**src/rtl/dsss_spreader_pkg.sv**
```systemverilog
package dsss_spreader_pkg;

  // Bit at position pos of the carrier word for a given sent chip:
  // chip 1 -> ones on odd positions, chip 0 -> ones on even positions.
  function automatic logic carrier_bit(input logic chip, input int pos);
    return chip ^ ((pos % 2) == 0);
  endfunction

  // Chip put on the air: sequence chip modulated by the data bit.
  function automatic logic sent_chip(input logic seq_chip, input logic data_bit);
    return seq_chip ^ data_bit;
  endfunction

endpackage

```
**src/rtl/dsss_chip_table.sv**
```systemverilog
module dsss_chip_table #(
  parameter int WORD_W      = 32,
  parameter int TABLE_WORDS = 32,
  localparam int AW = $clog2(TABLE_WORDS),
  localparam int BW = $clog2(WORD_W),
  localparam int IW = AW + BW
) (
  input  logic              clk,
  input  logic              enable,
  input  logic              wr_en,
  input  logic [AW-1:0]     wr_addr,
  input  logic [WORD_W-1:0] wr_data,
  input  logic [IW-1:0]     chip_idx,
  output logic              chip_raw,
  output logic              wr_accept
);

  logic [WORD_W-1:0] words [TABLE_WORDS];
  logic [WORD_W-1:0] cur_word;

  // Writes only land while the spreader is stopped.
  assign wr_accept = wr_en && !enable;

  always_ff @(posedge clk) begin
    if (wr_accept) words[wr_addr] <= wr_data;
  end

  // Upper index bits pick the word, lower bits pick the chip, MSB first.
  assign cur_word = words[chip_idx[IW-1:BW]];
  assign chip_raw = cur_word[~chip_idx[BW-1:0]];

endmodule

```
**src/rtl/dsss_chip_sequencer.sv**
```systemverilog
module dsss_chip_sequencer #(
  parameter int WORD_W      = 32,
  parameter int TABLE_WORDS = 32,
  parameter int CHIP_PERIOD = 32,
  localparam int IW = $clog2(TABLE_WORDS) + $clog2(WORD_W),
  localparam int TW = (CHIP_PERIOD > 1) ? $clog2(CHIP_PERIOD) : 1
) (
  input  logic          clk,
  input  logic          rst_n,
  input  logic          enable,
  input  logic          data_in,
  output logic          chip_tick,
  output logic          seq_wrap,
  output logic [IW-1:0] chip_idx,
  output logic          cur_bit
);

  localparam logic [TW-1:0] TIMER_LAST = TW'(CHIP_PERIOD - 1);
  localparam logic [IW-1:0] IDX_LAST   = IW'(TABLE_WORDS * WORD_W - 1);

  logic [TW-1:0] timer_q;
  logic          at_last_chip;

  assign chip_tick    = enable && (timer_q == TIMER_LAST);
  assign at_last_chip = (chip_idx == IDX_LAST);
  assign seq_wrap     = chip_tick && at_last_chip;

  always_ff @(posedge clk) begin
    if (!rst_n) begin
      timer_q  <= '0;
      chip_idx <= '0;
      cur_bit  <= 1'b0;
    end else if (enable) begin
      timer_q <= chip_tick ? '0 : timer_q + 1'b1;
      if (chip_tick) begin
        chip_idx <= at_last_chip ? '0 : chip_idx + 1'b1;
        if (at_last_chip) cur_bit <= data_in;
      end
    end
  end

endmodule

```
**src/rtl/dsss_carrier_mapper.sv**
```systemverilog
module dsss_carrier_mapper
  import dsss_spreader_pkg::*;
#(
  parameter int PAT_W = 32
) (
  input  logic             clk,
  input  logic             rst_n,
  input  logic             chip_tick,
  input  logic             chip_raw,
  input  logic             cur_bit,
  output logic [PAT_W-1:0] pat_out,
  output logic             pat_valid
);

  logic             chip_tx;
  logic [PAT_W-1:0] word_d;

  assign chip_tx = sent_chip(chip_raw, cur_bit);

  always_comb begin
    for (int i = 0; i < PAT_W; i++) word_d[i] = carrier_bit(chip_tx, i);
  end

  always_ff @(posedge clk) begin
    if (!rst_n) begin
      pat_out   <= '0;
      pat_valid <= 1'b0;
    end else begin
      pat_valid <= chip_tick;
      if (chip_tick) pat_out <= word_d;
    end
  end

endmodule

```
**src/rtl/dsss_chip_spreader.sv**
```systemverilog
module dsss_chip_spreader #(
  parameter int PAT_W       = 32,
  parameter int WORD_W      = 32,
  parameter int TABLE_WORDS = 32,
  parameter int CHIP_PERIOD = 32,
  localparam int AW = $clog2(TABLE_WORDS),
  localparam int IW = AW + $clog2(WORD_W)
) (
  input  logic              clk,
  input  logic              rst_n,
  input  logic              enable,
  input  logic              data_in,
  output logic              data_ready,
  input  logic              tbl_we,
  input  logic [AW-1:0]     tbl_addr,
  input  logic [WORD_W-1:0] tbl_wdata,
  output logic [PAT_W-1:0]  pat_out,
  output logic              pat_valid
);

  logic          chip_tick;
  logic          seq_wrap;
  logic [IW-1:0] chip_idx;
  logic          cur_bit;
  logic          chip_raw;
  logic          wr_accept;

  dsss_chip_sequencer #(
    .WORD_W(WORD_W), .TABLE_WORDS(TABLE_WORDS), .CHIP_PERIOD(CHIP_PERIOD)
  ) u_seq (
    .clk(clk), .rst_n(rst_n), .enable(enable), .data_in(data_in),
    .chip_tick(chip_tick), .seq_wrap(seq_wrap), .chip_idx(chip_idx),
    .cur_bit(cur_bit)
  );

  dsss_chip_table #(
    .WORD_W(WORD_W), .TABLE_WORDS(TABLE_WORDS)
  ) u_table (
    .clk(clk), .enable(enable), .wr_en(tbl_we), .wr_addr(tbl_addr),
    .wr_data(tbl_wdata), .chip_idx(chip_idx), .chip_raw(chip_raw),
    .wr_accept(wr_accept)
  );

  dsss_carrier_mapper #(
    .PAT_W(PAT_W)
  ) u_map (
    .clk(clk), .rst_n(rst_n), .chip_tick(chip_tick), .chip_raw(chip_raw),
    .cur_bit(cur_bit), .pat_out(pat_out), .pat_valid(pat_valid)
  );

  assign data_ready = seq_wrap;

endmodule

```
**config.mk**
```make
export PLATFORM = sky130hd
export DESIGN_NAME = dsss_chip_spreader
export DESIGN_NICKNAME = d
export VERILOG_FILES = /design/src/rtl/dsss_spreader_pkg.sv /design/src/rtl/dsss_chip_table.sv /design/src/rtl/dsss_chip_sequencer.sv /design/src/rtl/dsss_carrier_mapper.sv /design/src/rtl/dsss_chip_spreader.sv
export SDC_FILE = /design/constraint.sdc
export NUM_CORES = 1
export LEC_CHECK = 0
export BUFFER_PORTS_ARGS = -buffer_cell sky130_fd_sc_hd__clkbuf_2
export CELL_PAD_IN_SITES_DETAIL_PLACEMENT = 1
export CELL_PAD_IN_SITES_GLOBAL_PLACEMENT = 1
export CORE_MARGIN = 8
export CORE_UTILIZATION = 30
export CTS_BUF_LIST = sky130_fd_sc_hd__clkbuf_8
export CTS_CLUSTER_DIAMETER = 50
export DETAILED_ROUTE_END_ITERATION = 12
export PLACE_DENSITY_LB_ADDON = 0.25
export SYNTH_ARGS = -nofsm -noshare
export SYNTH_HDL_FRONTEND = slang
export SYNTH_HIERARCHICAL = 1
export SYNTH_SLANG_ARGS = --single-unit
```
**constraint.sdc**
```tcl
create_clock -name clk -period 6.8 [get_ports clk]
set_clock_uncertainty 0.2 [all_clocks]
set_input_delay 0.68 -clock clk [delete_from_list [all_inputs] [get_ports clk]]
set_output_delay 0.68 -clock clk [all_outputs]
set_load 0.02 [all_outputs]
```
# Word-level counts from Yosys, hierarchy flattened
# Memories as Yosys holds them, arrays and structs flattened. A register that Yosys moved wholly into a read port is not among the register bits.
# Cells that the tools add are included.
[classes]
reduce_logical = 6
n_mux = 8
eq_ne = 2
n_bitwise = 3
order_cmp = 1
add_sub_neg = 2
[ops]
columns = ["op", "n"]
rows = [
  ["two-way mux 5 bit", 3],
  ["adder 10 x 1 -> 10 bit (second input constant)", 1],
  ["equality test 10 bit (second input constant)", 1],
  ["two-way mux 10 bit", 1],
  ["< comparator 5 x 6 -> 1 bit (second input constant)", 1],
  ["adder 5 x 1 -> 5 bit (second input constant)", 1],
  ["binary-select mux 1 bit (select 5 bit)", 1],
  ["equality test 5 bit (second input constant)", 1],
  ["NOT 5 bit", 1],
  ["logical AND 1 bit", 3],
  ["two-way mux 1 bit", 3],
  ["AND reduction 3 bit", 1],
  ["AND reduction 2 bit", 1],
  ["logical NOT 1 bit", 1],
  ["NOT 1 bit", 1],
  ["XOR 1 bit", 1],
]
[word_totals]
ff_bits = 49
output_inout_bits = 34
word_cells = 28
in_bits = 42
n_memories = 1
mem_bits_rw = 1024
[mem_list]
columns = ["memory", "depth", "width", "rd", "rd_clocked_by_memory_dff", "wr", "line_no", "source"]
rows = [
  ["u_table.words", 32, 32, 1, 1, 1, "dsss_chip_table.sv:18", "logic [WORD_W-1:0] words [TABLE_WORDS];"],
]

# Longest topological paths before layout
# Gate-level depths: netlist of the first run.
[depth]
word_depth = 5
depth_mapped = 15
mapped_depth_nobuf = 10

# Cells and area by module
# The synthesis of the first run kept the hierarchy.
[modules_own_cells]
columns = ["mod", "cells_per_inst", "seq_area_each_um2", "instances", "area_each_um2"]
rows = [
  ["dsss_chip_table", 1811, 30749.5, 1, 39544.2],
  ["dsss_chip_sequencer", 91, 320.3, 1, 804.5],
  ["dsss_carrier_mapper", 39, 60.1, 1, 326.6],
]

# Least setup slack after synthesis of the first run
# No wires, ideal clock.
[synth_timing]
kind = "input to register"
start = "input port tbl_we"
end = "memory u_table.words[12][0] (enable)"
setup_ps = 421
slack_ps = 3250
path_buffers = 2
t_required_ps = 6179
t_arrival_ps = 2929
stages = 5
path_cell_list = "nor2b_1 clkbuf_1 or3b_2 clkbuf_1 nor2_1"
[synth_between]
elab_chain_cells = 3
[synth_lines]
columns = ["element", "line_no", "source"]
rows = [
  ["from (decl)", "dsss_chip_spreader.sv:14", "input logic tbl_we,"],
  ["logical AND 1 bit", "dsss_chip_table.sv:22", "assign wr_accept = wr_en && !enable;"],
  ["named net wr_accept", "dsss_chip_spreader.sv:26", "logic wr_accept;"],
  ["two-way mux 1 bit", "dsss_chip_table.sv:25", "if (wr_accept) words[wr_addr] <= wr_data;"],
  ["two-way mux 1 bit (implied by the code)", "dsss_chip_table.sv:25", ""],
  ["to (decl)", "dsss_chip_table.sv:18", ""],
]
# The timed path passes the listed nets, and every way through them passes these cells.

==> qor.csv, run 1 <==
stage;metric;value;unit
floorplanning;core box area;135000;um^2
layout;P&R area growth vs syn;14.2;%
floorplanning;Initial Utilization;30.1;%
floorplanning;die area;148000;um^2
synth;Seq cells post-synth;1043;
synth;Synth Area in Compound Gates;3.63;%
placement;pre-CTS setup slack;1.84;ns
synth;top cells by area, synth;edfxtp_1 (76%), mux4_2 (12%), mux2i_1 (2.7%);
power_and_ir_drop;Pleak;14.1;nW
worst_hold_path;Hold Path Class;primary input to flop;
setup_path;Required @ worst endpoint;7.31;ns
floorplanning;chip height;384;um
timing;Max Freq;0.202;GHz
setup_path;CP Launch Type;flop;
floorplanning;io pins;76;
synth;share of the synthesized area in the top cell type;75.6;%
synth;largest family of logic cells by synthesized area;multiplexers;
placement;I/O Buffers;75;
timing;RSZ-0062 raised after global routing;false;
cts;clk_lat worst skew;0.86;ns
cts;# resized after CTS;0;
timing;endpoints failing setup;0;
flow_run;MaxCap Viol Count;0;
timing;Final period util;72.8;%
setup_path;slowest CP cell;nor4_1;
layout;Fillers;13300;
detailed_routing;DRT Pass-1 Iters;5;
synth;most instantiated cells after synthesis;edfxtp_1 (1024), mux4_2 (218), mux2i_1 (109);
synth;sequential share of the synthesized area;76.5;%
synth;Simple-Gate Fraction of Synth Area;2.64;%
power_and_ir_drop;P per Cell Area;270;nW/um^2
synth;gate count of the mapped netlist;1941;
setup_path;CP max FO;60;
setup_path;Top Family by Delay on Critical Path;simple AND/OR/NAND/NOR gates;
timing;Worst Max-Slew Pin Slew;1.35;ns
setup_path;Worst path most repeated cell;nor3_1;
synth;xor/xnor share of the synthesized area;0.0646;%
layout;layout cells sized above 1;27.5;%
synth;Async SR Flop Fraction;0;%
cts;maximum clock insertion buffer count;3;
cts;setup repair bufs after CTS;0;
cts;CTS Buf Count;177;
power_and_ir_drop;Design Power;12.6;mW
synth;Distinct cells, synth;61;
global_routing;GR Util All Layers;16.5;%
timing;Total Neg Setup Slack;0;ns
detailed_routing;Remaining DRCs;0;
setup_path;Crit Path Class;flop to flop;
detailed_routing;ANT nets after route;0;
global_routing;gr ovfl total;0;
synth;Main synth FF type;edfxtp_1;
setup_path;Crit path arrival time;5.47;ns
detailed_routing;Vias/cell;5.19;
run_status;status;completed;
timing;Slew HR;9.63;%
floorplanning;Die W;384;um
cts;TritonCTS clock tree;yes;
setup_path;slowest stage delay, CP;1.16;ns
cts;Clock Sinks;1043;
synth;EDFF count, synth;1024;
global_routing;initial antenna violation count;8;
detailed_routing;routed via count;21100;
global_routing;via count of the first global-routing pass;22500;
timing;final hold violations;0;
setup_path;Critical path buffers and inverters;1;
placement;Placed Cells;3740;
global_routing;first-pass GRT wire length;172;mm
synth;Syn Nets;1986;
synth;multiplexer share of the synthesized area;14.8;%
timing;Slew Viols, Final;0;
floorplanning;# rows;135;
layout;Finished Layout Cells;4071;
synth;Avg Cell Area, Syn;21.0;um^2
layout;nets;2184;
synth;Yosys warning count;6;
timing;Final WS setup;1.85;ns
global_routing;largest net degree at the start of global routing;61;
synth;Post-Syn Area;40700;um^2
cts;root buffer cell;clkbuf_8;
power_and_ir_drop;Max IR drop VDD;0.000175;V
synth;area leader, netlist;edfxtp_1;
placement;DP HPWL;69.4;mm
detailed_routing;Initial DRC Count;1882;
cts;clk slew on worst S/H paths;0.06;ns
synth;Synth Area in Adders;0.0923;%
synth;most common cell in the netlist;edfxtp_1;
timing;Final min period;4.95;ns
placement;gpl congestion;0.749;
cts;H-tree depth;4;
detailed_routing;drt wl/cell;30.4;um
setup_path;Setup crit end kind;flop;
detailed_routing;Routed WL;124;mm
setup_path;worst path cell trace;buf_12, and2_1, a221oi_1, o21ai_0, o211ai_1, nor4_1, nor3_1, nor3_1, o2111ai_1, xnor2_1, a22o_1;
[cell type report]
cell class | instances | area, um^2 | share of cell area [%]
sequential | 1043 | 31100 | 67.0
multi-input combinational | 754 | 8860 | 19.1
clock buffer | 179 | 2460 | 5.30
tap | 1781 | 2230 | 4.80
timing repair buffer | 153 | 988 | 2.13
clock inverter | 146 | 736 | 1.58
inverter | 10 | 37.5 | 0.0808
antenna | 5 | 12.5 | 0.0269
[flip-flops by register name, indices dropped and copies added (netlist names)]
register	flops
u_map/pat_valid	1
u_table/words	1024
u_seq/chip_idx	10
u_seq/timer_q	5
u_map/pat_out	2
u_seq/cur_bit	1
[power breakdown]
| part | internal, mW | leakage [nW] | total, mW | switching [mW] |
|---|---|---|---|---|
| clock | 2.58 | 1.84 | 5.13 | 2.55 |
| combinational | 0.0680 | 2.86 | 0.310 | 0.242 |
| sequential | 7.11 | 9.37 | 7.12 | 0.0121 |
[cell families (layout without fill, tap and decap cells)]
group,after synthesis,after routing
xor gates and xnor gates,3,3
DFF,1043,1043
adders and majority gates,3,3
muxes,327,327
other,0,5
AOI/OAI and AO/OA,210,210
and+or+nand+nor,211,211
buffers and inverters,144,488
[worst register-to-register path, delay by kind of cell (launching register included)]
family	cells	cell delay, ns
and+or+nand+nor	4	2.09
buffers and inverters	1	0.54
DFF	1	0.78
AOI/OAI and AO/OA	5	0.96
xor gates and xnor gates	1	0.26
[cells in the final DEF (no fill, tap or decap), types with 6 or more instances in the layout]
master / instances
edfxtp_1: 1024
mux2i_1: 109
a211oi_1: 6
o211ai_1: 10
clkbuf_8: 179
mux4_2: 218
nand4_1: 13
clkbuf_2: 75
nor2_4: 32
nand2_1: 51
nor2b_1: 7
nor2_1: 22
a221oi_1: 7
nand3b_1: 8
clkinv_1: 59
nand2b_1: 10
clkinv_2: 14
nand3_1: 13
dfxtp_1: 14
o221ai_1: 31
o22ai_1: 17
inv_1: 66
o21ai_0: 18
or3_1: 9
a21oi_1: 48
a22oi_1: 39
nor3_1: 13
buf_4: 75
[per-stage QoR]
stage	util [%]	instance area [um^2]	hold WS (ns)
after floorplan	-	40700	0.247
after global placement	32.0	43200	0.264
after detailed placement	32.0	43200	0.276
after CTS	34.4	46500	0.0126
after global routing	34.4	46500	0.0518
final	34.4	46500	0.0961
[timing repair]
item                                    CTS  global route
endpoints found under the hold margin     1             0
hold buffers                              1             0
endpoints found under the setup margin    0             0
[per-layer routing]
metal  wire [um]  vias to the layer above  track usage (%)
met4        3050                        0             5.08
li1            -                     8585                -
met2       60300                      744             27.2
met5           0                        -                0
met1       52600                    11600             21.9
met3        7760                      200             3.37
[path summary, 6_finish.rpt]
kind	start	to	slack, ns	depth (start not counted)
setup / recovery	u_seq/chip_idx[5]$_SDFFE_PN0P_	u_map/pat_out[30]$_SDFFE_PN0P_	1.85	11
hold / removal	rst_n	u_seq/cur_bit$_SDFFE_PN0P_	0.1	3
setup reg to reg	u_seq/chip_idx[5]$_SDFFE_PN0P_	u_map/pat_out[30]$_SDFFE_PN0P_	1.85	11
hold reg to reg	u_seq/cur_bit$_SDFFE_PN0P_	u_seq/cur_bit$_SDFFE_PN0P_	0.28	2
No activity file was read; power rests on OpenSTA's default activity.
==> run 2, diff against run 1 <==
--- a/config.mk
+++ b/config.mk
@@ -5,6 +5,7 @@
 export SDC_FILE = /design/constraint.sdc
 export NUM_CORES = 1
 export LEC_CHECK = 0
+export ABC_AREA = 1
 export BUFFER_PORTS_ARGS = -buffer_cell sky130_fd_sc_hd__clkbuf_2
 export CELL_PAD_IN_SITES_DETAIL_PLACEMENT = 1
 export CELL_PAD_IN_SITES_GLOBAL_PLACEMENT = 1
==> constraint.sdc (replaced) <==
create_clock -name clk -period 4.6 [get_ports clk]
set_clock_uncertainty 0.2 [all_clocks]
set_input_delay 0.46 -clock clk [delete_from_list [all_inputs] [get_ports clk]]
set_output_delay 0.46 -clock clk [all_outputs]
set_load 0.02 [all_outputs]
==> run 2 against run 1 <==
Effect of this change:
- non-clock buffer count is 44 higher
- critical path type is now flop to output port
- register-to-register slack worse by 0.83 ns
- utilization about the same
- worst hold slack got worse by 0.027 ns
- total power rose by 49%
- cell count is 40% higher
==> qor.csv, run 2 <==
stage;metric;value;unit;change
run_status;status;completed;;
worst_hold_path;Hold Path Class;primary input to flop;;
cts;maximum clock insertion buffer count;3;;unchanged
placement;DP HPWL;68.3;mm;-1.6%
setup_path;CP Launch Type;flop;;
floorplanning;# rows;138;;+2.2%
layout;sequential standard cell area;31100;um^2;about the same
cts;CTS Buf Count;180;;+1.7%
layout;P&R area growth vs syn;14.3;%;about the same
synth;Async SR Flop Fraction;0;%;unchanged
setup_path;Setup crit end kind;output port;;
layout;area of the multi-input gates;9840;um^2;+11%
synth;share of the synthesized area in the top cell type;72.2;%;-3.4 points
timing;Max Freq;0.276;GHz;
timing;endpoints failing setup;0;;unchanged
synth;Yosys warning count;6;;unchanged
global_routing;gr ovfl total;0;;unchanged
setup_path;Crit Path Class;flop to output port;;
detailed_routing;drt wl/cell;24.6;um;-19%
synth;most common cell in the netlist;nand2_1;;
setup_path;crit path launch;u_seq/chip_idx[9]$_SDFFE_PN0P_;;
cts;root buffer cell;clkbuf_8;;
timing;Final period util;78.8;%;
cts;clk_lat worst skew;0.87;ns;about the same
detailed_routing;Routed WL;140;mm;+13%
detailed_routing;Vias/cell;5.00;;-3.5%
global_routing;GR Util All Layers;17.8;%;+1.3 points
layout;biggest regs;u_table/words: 1024 flops, u_seq/chip_idx: 10 flops, u_seq/timer_q: 5 flops;;
floorplanning;die area;154000;um^2;+4.5%
layout;nets;3694;;+69%
timing;Worst Max-Slew Pin Slew;0.990;ns;-0.362 ns
timing;RSZ-0062 raised after global routing;false;;
setup_path;Required @ worst endpoint;3.94;ns;-3.37 ns
synth;sequential share of the synthesized area;73.1;%;-3.4 points
detailed_routing;ANT nets after route;0;;unchanged
timing;Final WS setup;0.976;ns;-0.874 ns
detailed_routing;routed via count;28400;;+35%
floorplanning;Initial Utilization;30.1;%;about the same
layout;commonest non-fill, non-tap cell in the layout;nand2_1;;
synth;Main synth FF type;edfxtp_1;;
synth;gate count of the mapped netlist;3522;;+81%
cts;H-tree depth;4;;unchanged
synth;Avg Cell Area, Syn;12.1;um^2;-42%
synth;Post-Syn Area;42600;um^2;+4.7%
layout;most frequent cells in the layout;nand2_1 (1065), nand3_1 (1034), edfxtp_1 (1024);;
synth;top cells by area, synth;edfxtp_1 (72%), nand3_1 (12%), nand2_1 (9.4%);;
timing;Slew HR;34.0;%;+24 points
setup_path;FF-to-FF End;u_map/pat_out[29]$_SDFFE_PN0P_;;
layout;layout cells sized above 1;11.4;%;-16 points
cts;setup repair bufs after CTS;0;;unchanged
synth;Syn Nets;3567;;+80%
global_routing;via count of the first global-routing pass;28900;;+29%
floorplanning;io pins;76;;unchanged
cts;# resized after CTS;0;;unchanged
power_and_ir_drop;P per Cell Area;384;nW/um^2;+42%
floorplanning;Die W;393;um;+2.2%
layout;Top reg by flops;u_table/words;;
setup_path;FF-to-FF setup slack;1.02;ns;-0.83 ns
placement;I/O Buffers;75;;unchanged
floorplanning;core box area;141000;um^2;+4.7%
timing;Final min period;3.62;ns;
setup_path;Critical Path End;data_ready;;
flow_run;MaxCap Viol Count;0;;unchanged
synth;area leader, netlist;edfxtp_1;;
layout;Largest register FFs;1024;;unchanged
layout;Fillers;15400;;+16%
setup_path;Crit path arrival time;2.96;ns;-2.51 ns
power_and_ir_drop;Max IR drop VDD;0.000335;V;+92%
cts;Clock Sinks;1043;;unchanged
cts;clk slew on worst S/H paths;0.06;ns;about the same
cts;TritonCTS clock tree;yes;;
floorplanning;chip height;393;um;+2.2%
placement;gpl congestion;0.744;;-0.73%
setup_path;R2R depth;18;;+7
global_routing;first-pass GRT wire length;202;mm;+17%
setup_path;CP max FO;18;;-70%
global_routing;largest net degree at the start of global routing;169;;+180%
synth;Seq cells post-synth;1043;;unchanged
synth;most instantiated cells after synthesis;nand2_1 (1065), nand3_1 (1034), edfxtp_1 (1024);;
power_and_ir_drop;Pleak;16.9;nW;+20%
global_routing;initial antenna violation count;6;;-2
detailed_routing;DRT Pass-1 Iters;5;;unchanged
timing;Slew Viols, Final;0;;unchanged
timing;Total Neg Setup Slack;0;ns;unchanged
detailed_routing;Remaining DRCs;0;;unchanged
setup_path;worst r2r src;u_seq/chip_idx[5]$_SDFFE_PN0P_;;
placement;pre-CTS setup slack;1.04;ns;-0.797 ns
synth;Distinct cells, synth;27;;-56%
timing;final hold violations;0;;unchanged
detailed_routing;Initial DRC Count;1903;;+1.1%
synth;EDFF count, synth;1024;;unchanged
run 2: changes by cell type after synthesis, moves of 20 or more:
cell,delta
inv_1,+30
buf_4,+20
mux2i_1,-109
nand2_1,+1014
mux4_2,-218
o221ai_1,-31
a21oi_1,-44
nand3_1,+1021
a22oi_1,-39
buf_2,+93
run 2: timing repair:
action / 4_1_cts / 5_1_grt
hold buffers: 32 / 0
setup endpoints to repair: 0 / 0
hold endpoints to repair: 817 / 0
run 2: power by group:
group	switching (mW)	internal, mW
clock	3.86	4.03
sequential	0.0158	10.5
combinational	0.221	0.0532
total	4.10	14.6
run 2: layout make-up:
class                      instances  area share, %
antenna                            5         0.0257
multi-input combinational       2183           20.2
clock inverter                   136           1.47
timing repair buffer             197           3.69
tap                             1890           4.86
sequential                      1043           64.0
clock buffer                     187           5.29
inverter                          44          0.424
run 2: worst min-delay path by stage:
| stage | start | end | slack (ns) | depth (start not counted) |
|---|---|---|---|---|
| final | tbl_wdata[11] | u_table/words[1][11]$_DFFE_PP_ | 0.07 | 1 |
| after floorplan | u_seq/timer_q[4]$_SDFFE_PN0P_ | u_seq/timer_q[4]$_SDFFE_PN0P_ | 0.25 | 2 |
| after global routing | tbl_wdata[11] | u_table/words[1][11]$_DFFE_PP_ | 0.08 | 1 |
| after CTS | tbl_wdata[11] | u_table/words[1][11]$_DFFE_PP_ | 0.0002 | 1 |
| after detailed placement | u_seq/timer_q[4]$_SDFFE_PN0P_ | u_seq/timer_q[4]$_SDFFE_PN0P_ | 0.27 | 2 |
| after global placement | u_seq/timer_q[4]$_SDFFE_PN0P_ | u_seq/timer_q[4]$_SDFFE_PN0P_ | 0.26 | 2 |
run 2: cells by family (layout without fill, tap and decap cells):
family / count (synthesis) / count (layout) / share of synthesized area, %
flip-flops: 1043 / 1043 / 73.1
buffers and inverters: 296 / 564 / 4.31
other: 0 / 5 / 0
XOR/XNOR: 3 / 3 / 0.0617
AO/OA/AOI/OAI: 11 / 11 / 0.141
adder cells (fa/ha/maj): 3 / 3 / 0.0882
AND/OR/NAND/NOR: 2166 / 2166 / 22.3
run 2: layer usage:
metal  vias up  GRT usage, %  share of wire (%)
li1      12800             -                  -
met1     14800          24.3                 45
met2       671          29.4                 48
met3       208          2.85                4.7
met4         4          5.10                2.2
met5         -             0              0.014
run 2: per-stage QoR:
stage	std cells	area (um^2)	utilization [%]	hold WS, ns	total power, mW
floorplan	3522	42600	-	0.248	10.8
global placement	5325	45000	31.9	0.260	11.0
detailed placement	5325	45000	31.9	0.267	11.0
CTS	5680	48600	34.4	0.000176	18.9
global route	5682	48600	34.4	0.0778	19.3
finish	5685	48700	34.4	0.0690	18.7
run 2: worst max-delay path, cell delays in order, from the launching register on:
cell      delay [ns]
dfxtp_2         0.36
buf_4           0.40
buf_4           0.49
nand2_1         0.09
nor2_1          0.26
nand3_2         0.22
inv_1           0.10
clkbuf_2        0.17
